[src/rtl/snp_pkg.sv]
// Shared constants, types and the opcode classifier for the lane striper.
// Assumes byte-wide lanes; the tracker value is one byte wide.
package snp_pkg;

    localparam logic [7:0] SNP_CHECK = 8'hFF;
    localparam logic [7:0] SNP_NONE  = 8'hFE;
    localparam logic [7:0] SNP_DATA  = 8'h00;

    typedef enum logic [1:0] {
        SEQ_IDLE  = 2'd0,
        SEQ_ISSUE = 2'd1,
        SEQ_WAIT  = 2'd2
    } seq_state_t;

    // Map a frame's opcode byte to the tracker's next value.
    function automatic logic [7:0] snp_classify(input logic [7:0] op);
        logic [7:0] nxt;
        case (op)
            8'h03, 8'h02, 8'hA2, 8'h32: nxt = 8'd3;
            8'h0B, 8'h3B, 8'h6B, 8'hBB: nxt = 8'd4;
            8'hEB:                      nxt = 8'd6;
            default:                    nxt = SNP_NONE;
        endcase
        return nxt;
    endfunction

endpackage

[src/rtl/snp_lane_map.sv]
// Bit interleaver and its inverse across LANES byte lanes.
// Stream bit i (byte 0 bit 0 first) maps to lane (i % LANES), bit (i / LANES).
// Purely combinational; assumes lane j occupies bits j*8 +: 8.
module snp_lane_map #(
    parameter int LANES = 2
) (
    input  logic [LANES*8-1:0] bytes_in,
    output logic [LANES*8-1:0] lanes_out,
    input  logic [LANES*8-1:0] lanes_in,
    output logic [LANES*8-1:0] bytes_out
);
    localparam int NBITS = LANES * 8;

    // One wire pair per stream bit: forward and inverse routing.
    for (genvar i = 0; i < NBITS; i++) begin : g_bit
        localparam int POS = (i % LANES) * 8 + (i / LANES);
        assign lanes_out[POS] = bytes_in[i];
        assign bytes_out[i]   = lanes_in[POS];
    end

endmodule

[src/rtl/snp_snoop_tracker.sv]
// Command tracker: classifies the first byte of a frame, counts down the
// address/dummy bytes, then holds in the data or no-striping state.
// Assumes adv pulses once per completed lane transfer with op = byte sent.
module snp_snoop_tracker
    import snp_pkg::*;
(
    input  logic       clk,
    input  logic       rst_n,
    input  logic       frame_active,
    input  logic       adv,
    input  logic [7:0] op,
    output logic [7:0] state,
    output logic       striping
);
    logic [7:0] state_q;

    // Advance the tracker on each completed transfer; frame end forces checking.
    always_ff @(posedge clk) begin
        if (!rst_n || !frame_active) begin
            state_q <= SNP_CHECK;
        end else if (adv) begin
            case (state_q)
                SNP_CHECK: state_q <= snp_classify(op);
                SNP_NONE:  state_q <= SNP_NONE;
                SNP_DATA:  state_q <= SNP_DATA;
                default:   state_q <= state_q - 8'd1;
            endcase
        end
    end

    assign state    = state_q;
    assign striping = (state_q == SNP_DATA);

endmodule

[src/rtl/snp_sequencer.sv]
// Transfer sequencer: drains the transmit queue one lane transfer at a time,
// chooses broadcast or striped issue, waits for completion and routes the
// returned bytes to the receive queue. Assumes tx_level/tx inputs are stable
// within a cycle and xfer_done is only meaningful while xfer_req is high.
module snp_sequencer
    import snp_pkg::*;
#(
    parameter int LANES = 2,
    parameter int LVL_W = 9
) (
    input  logic               clk,
    input  logic               rst_n,
    input  logic               kick,
    input  logic               wide_en,
    input  logic               striping,
    input  logic [LVL_W-1:0]   tx_level,
    input  logic [7:0]         tx_byte0,
    input  logic [LANES*8-1:0] striped_lanes,
    output logic               tx_pop,
    output logic               tx_pop_multi,
    output logic [LANES*8-1:0] lane_tx,
    output logic               xfer_req,
    input  logic               xfer_done,
    input  logic [7:0]         rx_lane0,
    input  logic [LANES*8-1:0] rx_unstriped,
    input  logic               rx_full,
    output logic               rx_push,
    output logic               rx_push_multi,
    output logic [LANES*8-1:0] rx_data,
    output logic               ev_tx_underflow,
    output logic               ev_rx_overflow,
    output logic               adv,
    output logic [7:0]         sent_op
);
    localparam logic [LVL_W-1:0] LVL_LANES = LVL_W'(LANES);

    seq_state_t         st_q, st_d;
    logic [LANES*8-1:0] lanes_q;
    logic               multi_q;
    logic [7:0]         op_q;
    logic               use_stripe;
    logic               issue;

    // Decide whether the next issue can interleave across all lanes.
    always_comb begin
        use_stripe = striping && wide_en && (tx_level >= LVL_LANES);
        issue      = (st_q == SEQ_ISSUE) && (tx_level != '0);
    end

    // Next-state and per-cycle strobes of the drain sequence.
    always_comb begin
        st_d            = st_q;
        ev_tx_underflow = 1'b0;
        ev_rx_overflow  = 1'b0;
        rx_push         = 1'b0;
        adv             = 1'b0;
        case (st_q)
            SEQ_IDLE: begin
                if (kick) st_d = SEQ_ISSUE;
            end
            SEQ_ISSUE: begin
                if (tx_level == '0) begin
                    ev_tx_underflow = 1'b1;
                    st_d            = SEQ_IDLE;
                end else begin
                    st_d = SEQ_WAIT;
                end
            end
            SEQ_WAIT: begin
                if (xfer_done) begin
                    adv            = 1'b1;
                    rx_push        = !rx_full;
                    ev_rx_overflow = rx_full;
                    st_d           = SEQ_ISSUE;
                end
            end
            default: st_d = SEQ_IDLE;
        endcase
    end

    // State register and capture of the lane bytes at issue time.
    always_ff @(posedge clk) begin
        if (!rst_n) begin
            st_q    <= SEQ_IDLE;
            lanes_q <= '0;
            multi_q <= 1'b0;
            op_q    <= '0;
        end else begin
            st_q <= st_d;
            if (issue) begin
                lanes_q <= use_stripe ? striped_lanes : {LANES{tx_byte0}};
                multi_q <= use_stripe;
                op_q    <= tx_byte0;
            end
        end
    end

    // Output drive derived from state and captured issue data.
    always_comb begin
        tx_pop        = issue;
        tx_pop_multi  = issue && use_stripe;
        xfer_req      = (st_q == SEQ_WAIT);
        lane_tx       = lanes_q;
        rx_push_multi = rx_push && multi_q;
        rx_data       = multi_q ? rx_unstriped
                                : {{(LANES-1)*8{1'b0}}, rx_lane0};
        sent_op       = op_q;
    end

endmodule

[src/rtl/snoop_striper.sv]
// Top: command-aware lane striper. Wires the command tracker, the bit
// interleaver/de-interleaver and the transfer sequencer together.
// Assumes an external queue that presents its oldest LANES bytes on tx_head.
module snoop_striper #(
    parameter int LANES      = 2,
    parameter int FIFO_DEPTH = 256,
    parameter int LVL_W      = $clog2(FIFO_DEPTH + 1)
) (
    input  logic               clk,
    input  logic               rst_n,
    input  logic               wide_en,
    input  logic               frame_active,
    input  logic               flush_kick,
    input  logic [LVL_W-1:0]   tx_level,
    input  logic [LANES*8-1:0] tx_head,
    output logic               tx_pop,
    output logic               tx_pop_multi,
    output logic [LANES*8-1:0] lane_tx,
    output logic               xfer_req,
    input  logic               xfer_done,
    input  logic [LANES*8-1:0] lane_rx,
    input  logic               rx_full,
    output logic               rx_push,
    output logic               rx_push_multi,
    output logic [LANES*8-1:0] rx_data,
    output logic               ev_tx_underflow,
    output logic               ev_rx_overflow
);
    logic [7:0]         snoop_q;
    logic               striping;
    logic               adv;
    logic [7:0]         sent_op;
    logic [LANES*8-1:0] striped_lanes;
    logic [LANES*8-1:0] rx_unstriped;

    snp_snoop_tracker u_tracker (
        .clk          (clk),
        .rst_n        (rst_n),
        .frame_active (frame_active),
        .adv          (adv),
        .op           (sent_op),
        .state        (snoop_q),
        .striping     (striping)
    );

    snp_lane_map #(.LANES(LANES)) u_map (
        .bytes_in  (tx_head),
        .lanes_out (striped_lanes),
        .lanes_in  (lane_rx),
        .bytes_out (rx_unstriped)
    );

    snp_sequencer #(.LANES(LANES), .LVL_W(LVL_W)) u_seq (
        .clk             (clk),
        .rst_n           (rst_n),
        .kick            (flush_kick),
        .wide_en         (wide_en),
        .striping        (striping),
        .tx_level        (tx_level),
        .tx_byte0        (tx_head[7:0]),
        .striped_lanes   (striped_lanes),
        .tx_pop          (tx_pop),
        .tx_pop_multi    (tx_pop_multi),
        .lane_tx         (lane_tx),
        .xfer_req        (xfer_req),
        .xfer_done       (xfer_done),
        .rx_lane0        (lane_rx[7:0]),
        .rx_unstriped    (rx_unstriped),
        .rx_full         (rx_full),
        .rx_push         (rx_push),
        .rx_push_multi   (rx_push_multi),
        .rx_data         (rx_data),
        .ev_tx_underflow (ev_tx_underflow),
        .ev_rx_overflow  (ev_rx_overflow),
        .adv             (adv),
        .sent_op         (sent_op)
    );

endmodule

[config.mk]
export PLATFORM = sky130hd
export DESIGN_NAME = snoop_striper
export DESIGN_NICKNAME = d
export VERILOG_FILES = /design/src/rtl/snp_pkg.sv /design/src/rtl/snp_lane_map.sv /design/src/rtl/snp_snoop_tracker.sv /design/src/rtl/snp_sequencer.sv /design/src/rtl/snoop_striper.sv
export SDC_FILE = /design/constraint.sdc
export NUM_CORES = 1
export LEC_CHECK = 0
export BUFFER_PORTS_ARGS = -buffer_cell sky130_fd_sc_hd__buf_2
export CAP_MARGIN = 20
export CORE_UTILIZATION = 40
export DETAILED_ROUTE_END_ITERATION = 16
export GPL_ROUTABILITY_DRIVEN = 0
export GPL_TIMING_DRIVEN = 0
export MAX_ROUTING_LAYER = met4
export PLACE_DENSITY = 0.69
export SLEW_MARGIN = 15
export SYNTH_ARGS = -nofsm -noshare
export SYNTH_HDL_FRONTEND = slang
export SYNTH_SLANG_ARGS = --single-unit
[constraint.sdc]
create_clock -name clk -period 3.04 [get_ports clk]
set_input_delay 0.608 -clock clk [delete_from_list [all_inputs] [get_ports clk]]
set_output_delay 0.608 -clock clk [all_outputs]
set_load 0.01 [all_outputs]
# == After elaboration in Yosys (flattened, before gate mapping) ==
# Index checks and enable logic that the tools add are counted.
# word_totals
ff_bits,35
out_inout_bits,39
word_cells,54
# classes
addsub,1
n_lt_le_gt_ge,1
n_eq_ne,15
n_mux,16
reduce_logical,16
# op_table
operator,n
case mux 8 bit (3 select lines),2
== test 8 bit (second input constant),5
2-to-1 mux 16 bit,2
== test 8 x 2 -> 1 bit (second input constant),2
== test 8 x 6 -> 1 bit (second input constant),2
>= comparator 9 x 2 -> 1 bit (second input constant),1
logical NOT 9 bit,1
nonzero test 9 bit,1
== test 8 x 4 -> 1 bit (second input constant),1
== test 8 x 7 -> 1 bit (second input constant),1
logical NOT 8 bit,1
2-to-1 mux 1 bit,8
OR reduction 4 bit,2
subtractor 8 x 1 -> 8 bit (second input constant),1
2-to-1 mux 2 bit,3
case mux 2 bit (3 select lines),1
logical AND 1 bit,5
logical NOT 1 bit,3
== test 2 x 1 -> 1 bit (second input constant),1
== test 2 bit (second input constant),1
logical NOT 2 bit,1
inequality test 2 x 1 -> 1 bit (second input constant),1
inequality test 2 bit (second input constant),1
AND reduction 2 bit,1
logical OR 1 bit,1

# == Depth between registers and ports, before layout ==
# depth
ltp_word,4
mapped_depth,8
depth_no_buf,7

# == By module ==
# A second synthesis with hierarchy kept.
# unflattened
cells_unflattened,258
hier_area_um2,2282.2
# by_module_without_submodules
mod,instances,cells_each,area_each_um2
snp_sequencer,1,145,1402.6
snp_snoop_tracker,1,81,639.4
snp_lane_map,1,32,240.2

# == Least setup slack after synthesis ==
# Ideal clock, no wire load.
# synth_path
path_kind,register to output
from,register u_tracker.state_q[0] (netlist: u_tracker.state[0])
to,output tx_pop_multi
arrival_time_ps,1705
slack_ps,727
path_stages_with_launch,8
path_buffers,1
path_cell_list,dfxtp_1 -> inv_1 -> ha_1 -> or3b_4 -> nor3_4 -> nand3_4 -> buf_6 -> nor2_4
# synth_between
elab_chain_len,4
# synth_rtl
item,line,text
start: declaration,snp_snoop_tracker.sv:15,logic [7:0] state_q;
start signal: assignment,snp_snoop_tracker.sv:23,SNP_CHECK: state_q <= snp_classify(op);
start signal: assignment,snp_snoop_tracker.sv:26,default: state_q <= state_q - 8'd1;
logical NOT 8 bit,snp_snoop_tracker.sv:32,assign striping = (state_q == SNP_DATA);
logical AND 1 bit (2 in a row),snp_sequencer.sv:46,use_stripe = striping && wide_en && (tx_level >= LVL_LANES);
logical AND 1 bit,snp_sequencer.sv:101,tx_pop_multi = issue && use_stripe;
end: declaration,snoop_striper.sv:17,"output logic tx_pop_multi,"
# Every way passes these cells.

# == Worst setup path after layout ==
# Ends and elaborated chain as after synthesis.

==> flow_metrics.env <==
export IMPL_status="finished clean"
export IMPL_syn_area_per_cell_um2=8.554
export IMPL_cts_sinks=34
export IMPL_clkTransAtPathRegs_ns=0.08
export IMPL_cp_end_kind="primary output"
export IMPL_seqCellArea_um2=680.7
export IMPL_drtAntennaViolNets=0
export IMPL_detailedPlacementHpwl_um=3863
export IMPL_fp_row_count=25
export IMPL_num_antenna_cells=0
export IMPL_cts_tree="yes"
export IMPL_nNetsFinal=376
export IMPL_rr_worst_depth=8
export IMPL_ff2ff_setup_slack_ns=0.91
export IMPL_rsz0062_at_grt="no"
export IMPL_syn_area_um2=1993
export IMPL_netlist_area_leader_share_pct=34.15
export IMPL_clockBufferDepth=2
export IMPL_grt_pass1_wl_um=8459
export IMPL_fillerInstances=477
export IMPL_maxSlewViolCount=0
export IMPL_setup_viol=0
export IMPL_fp_dieW_um=72.59
export IMPL_cts_hold_buf=0
export IMPL_hold_path_class="flip-flop to flip-flop"
export IMPL_arrival_ns=2.23
export IMPL_initialDrtViolationCount=103
export IMPL_period_minus_slack_ns=2.837
export IMPL_die_area_um2=5269
export IMPL_grtUsageTotal_pct=21.22
export IMPL_vias=2005
export IMPL_drt_pass1_iterations=4
export IMPL_min_to="u_seq.st_q[0]"
export IMPL_antenna_found_initial=0
export IMPL_io_pins=87
export IMPL_port_buffers=84
export IMPL_die_height_um=72.59
export IMPL_yosys_warnings=0
export IMPL_r2r_end="u_tracker.state[1]"
export IMPL_ys_ff_latch=34
export IMPL_synth_area_leaders="dfxtp_1 (34%), mux2i_1 (12%), a21oi_1 (5.0%)"
export IMPL_worstMarginPinSlew_ns=0.5318
export IMPL_power_density_nw_per_um2=450.5
export IMPL_grt_ovfl_total=0
export IMPL_required_ns=2.43
export IMPL_whs_path_depth=1
export IMPL_cap_violations=0
export IMPL_crit_fanout=10
export IMPL_cts_resized=0
export IMPL_wl_um=5071
export IMPL_via_per_inst=5.102
export IMPL_stdcell_area_um2=2648
export IMPL_syn_inst=233
export IMPL_yosysTopAreaCell="dfxtp_1"
export IMPL_clock_skew_ns=0.009002
export IMPL_dpl_cell_area_um2=2497
export IMPL_synth_edf_count=0
export IMPL_cts_made_buffers=5
export IMPL_start_util_pct=41.92
export IMPL_async_reset_ff_share_pct=0
export IMPL_yosysSeqAreaShare_pct=34.15
export IMPL_grt_start_max_net_pins=12
export IMPL_holdWs_ns=0.4670
export IMPL_ys_types=44
export IMPL_multi_input_area_um2=1195
export IMPL_drive_gt1_share_pct=35.28
export IMPL_synth_flop_cell="dfxtp_1"
export IMPL_p_leak_nw=1.303
export IMPL_hold_viol=0
export IMPL_htree_levels=2
export IMPL_clock_fmax_ghz=0.3525
export IMPL_cp_start_kind="flip-flop"
export IMPL_maxSlewHeadroom_pct=64.42
export IMPL_drc_errors=0
export IMPL_wl_per_cell_um=12.90
export IMPL_peakVddDrop_v=0.0003276
export IMPL_fin_setup_tns_ns=0
export IMPL_core_um2=4755
export IMPL_cts_root_buf="clkbuf_8"
export IMPL_syn_nets=284
export IMPL_clk_latency_ns=0.29
export IMPL_crit_type="flip-flop to primary output"
export IMPL_first_global_vias=1849
export IMPL_syn2layout_area_growth_pct=32.83
export IMPL_r2r_start="u_tracker.state[0]"
export IMPL_hp_start="u_seq.st_q[0]"
export IMPL_finalCritPeriodShare_pct=93.32
power breakdown:
group | total (mW) | internal, mW | switching, mW
combinational | 0.179 | 0.0805 | 0.0984
clock | 0.528 | 0.350 | 0.178
sequential | 0.486 | 0.470 | 0.0158
metrics by stage:
step | total power, mW | util [%] | cells | setup slack (ns)
2_1_floorplan | 0.5949 | - | 233 | 0.7272
3_3_place_gp | 0.6710 | 52.53 | 384 | 0.3817
3_5_place_dp | 0.6747 | 52.53 | 384 | 0.3836
4_1_cts | 1.202 | 55.53 | 392 | 0.04057
5_1_grt | 1.245 | 55.68 | 393 | 0.06473
6_report | 1.193 | 55.68 | 393 | 0.2030
worst max-delay path by stage:
stage	end	cells past startpoint	from
2_1_floorplan	tx_pop_multi	7	u_tracker.state[0]
3_3_place_gp	tx_pop_multi	8	u_tracker.state[0]
3_5_place_dp	tx_pop_multi	8	u_tracker.state[0]
4_1_cts	tx_pop_multi	8	u_tracker.state[0]
5_1_grt	tx_pop_multi	8	u_tracker.state[0]
6_report	tx_pop_multi	8	u_tracker.state[0]
cell usage in the layout, fill, tap and decap left out, types with 3 or more instances in the layout:
| master | Yosys | routed |
|---|---|---|
| buf_2 | 1 | 85 |
| mux2i_1 | 24 | 24 |
| o21ai_0 | 19 | 19 |
| a31oi_1 | 3 | 3 |
| nor4_1 | 3 | 3 |
| nor3_1 | 9 | 9 |
| nand2_1 | 11 | 11 |
| ha_1 | 3 | 3 |
| nand2b_1 | 3 | 3 |
| nor2_1 | 26 | 26 |
| clkbuf_8 | 0 | 6 |
| clkbuf_1 | 10 | 10 |
| mux2_2 | 7 | 7 |
| a221oi_1 | 5 | 5 |
| buf_4 | 2 | 3 |
| inv_1 | 10 | 10 |
| dfxtp_1 | 34 | 34 |
| nand3_1 | 3 | 3 |
| a21oi_1 | 20 | 20 |
| a211oi_1 | 4 | 4 |
| and2_1 | 8 | 8 |
flip-flops by register name, summed over array words and instances (netlist names):
| name | cells |
|---|---|
| u_seq.sent_op | 8 |
| u_seq.st_q | 2 |
| u_seq.multi_q | 1 |
| u_seq.lane_tx | 15 |
| u_tracker.state | 8 |
routing by layer:
metal	up-vias	GRT usage, %	wire (µm)
met5	-	-	0
met4	0	7.407	57
met3	5	4.558	239
met2	58	33.75	2424
met1	921	26.62	2351
li1	1021	-	-
cell usage after synthesis (2+ instances only):
library cell  instances
nand2_1              11
buf_4                 2
a221oi_1              5
a31oi_1               3
ha_1                  3
nor2_1               26
nor3_1                9
a21oi_1              20
and2_1                8
nand2b_1              3
dfxtp_1              34
buf_6                 2
a211oi_1              4
mux2i_1              24
nor3b_1               2
o21ai_0              19
nand3_1               3
mux2_2                7
xor2_1                2
nor4_1                3
clkbuf_1             10
a32oi_1               2
inv_1                10
what timing repair did:
action | 4_1_cts | 5_1_grt
endpoints found under the hold margin | 0 | 0
setup buffers | 0 | 1
endpoints found under the setup margin | 0 | 1
cell families (layout without fill, tap and decap cells):
kind of cell / count (synthesis) / count (layout) / synth area share [%]
AO/OA/AOI/OAI: 59 / 59 / 18.33
XOR/XNOR: 2 / 2 / 0.8790
adder cells (fa/ha/maj): 3 / 3 / 1.883
buffers and inverters: 25 / 118 / 5.901
flip-flops: 34 / 34 / 34.15
multiplexers: 31 / 31 / 16.01
AND/OR/NAND/NOR: 79 / 79 / 22.85
cell type report:
| cell class | instances | share of cell area [%] |
|---|---|---|
| inverters | 10 | 1.418 |
| repair buffers | 85 | 16.16 |
| multi-input cells | 174 | 45.13 |
| flip-flops and latches | 34 | 25.71 |
| well taps | 67 | 3.166 |
| clock inverters | 2 | 2.268 |
| clock buffers | 6 | 3.119 |
| plain buffers | 15 | 3.025 |
critical path: stages, from the launching register on:
cell and delay, ns:
dfxtp_1 0.35, inv_1 0.12, ha_1 0.21, or3b_4 0.42, nor3_4 0.19, nand3_4 0.19
buf_6 0.21, nor2_4 0.09, buf_2 0.14
Power figures use the tool's default switching activity.
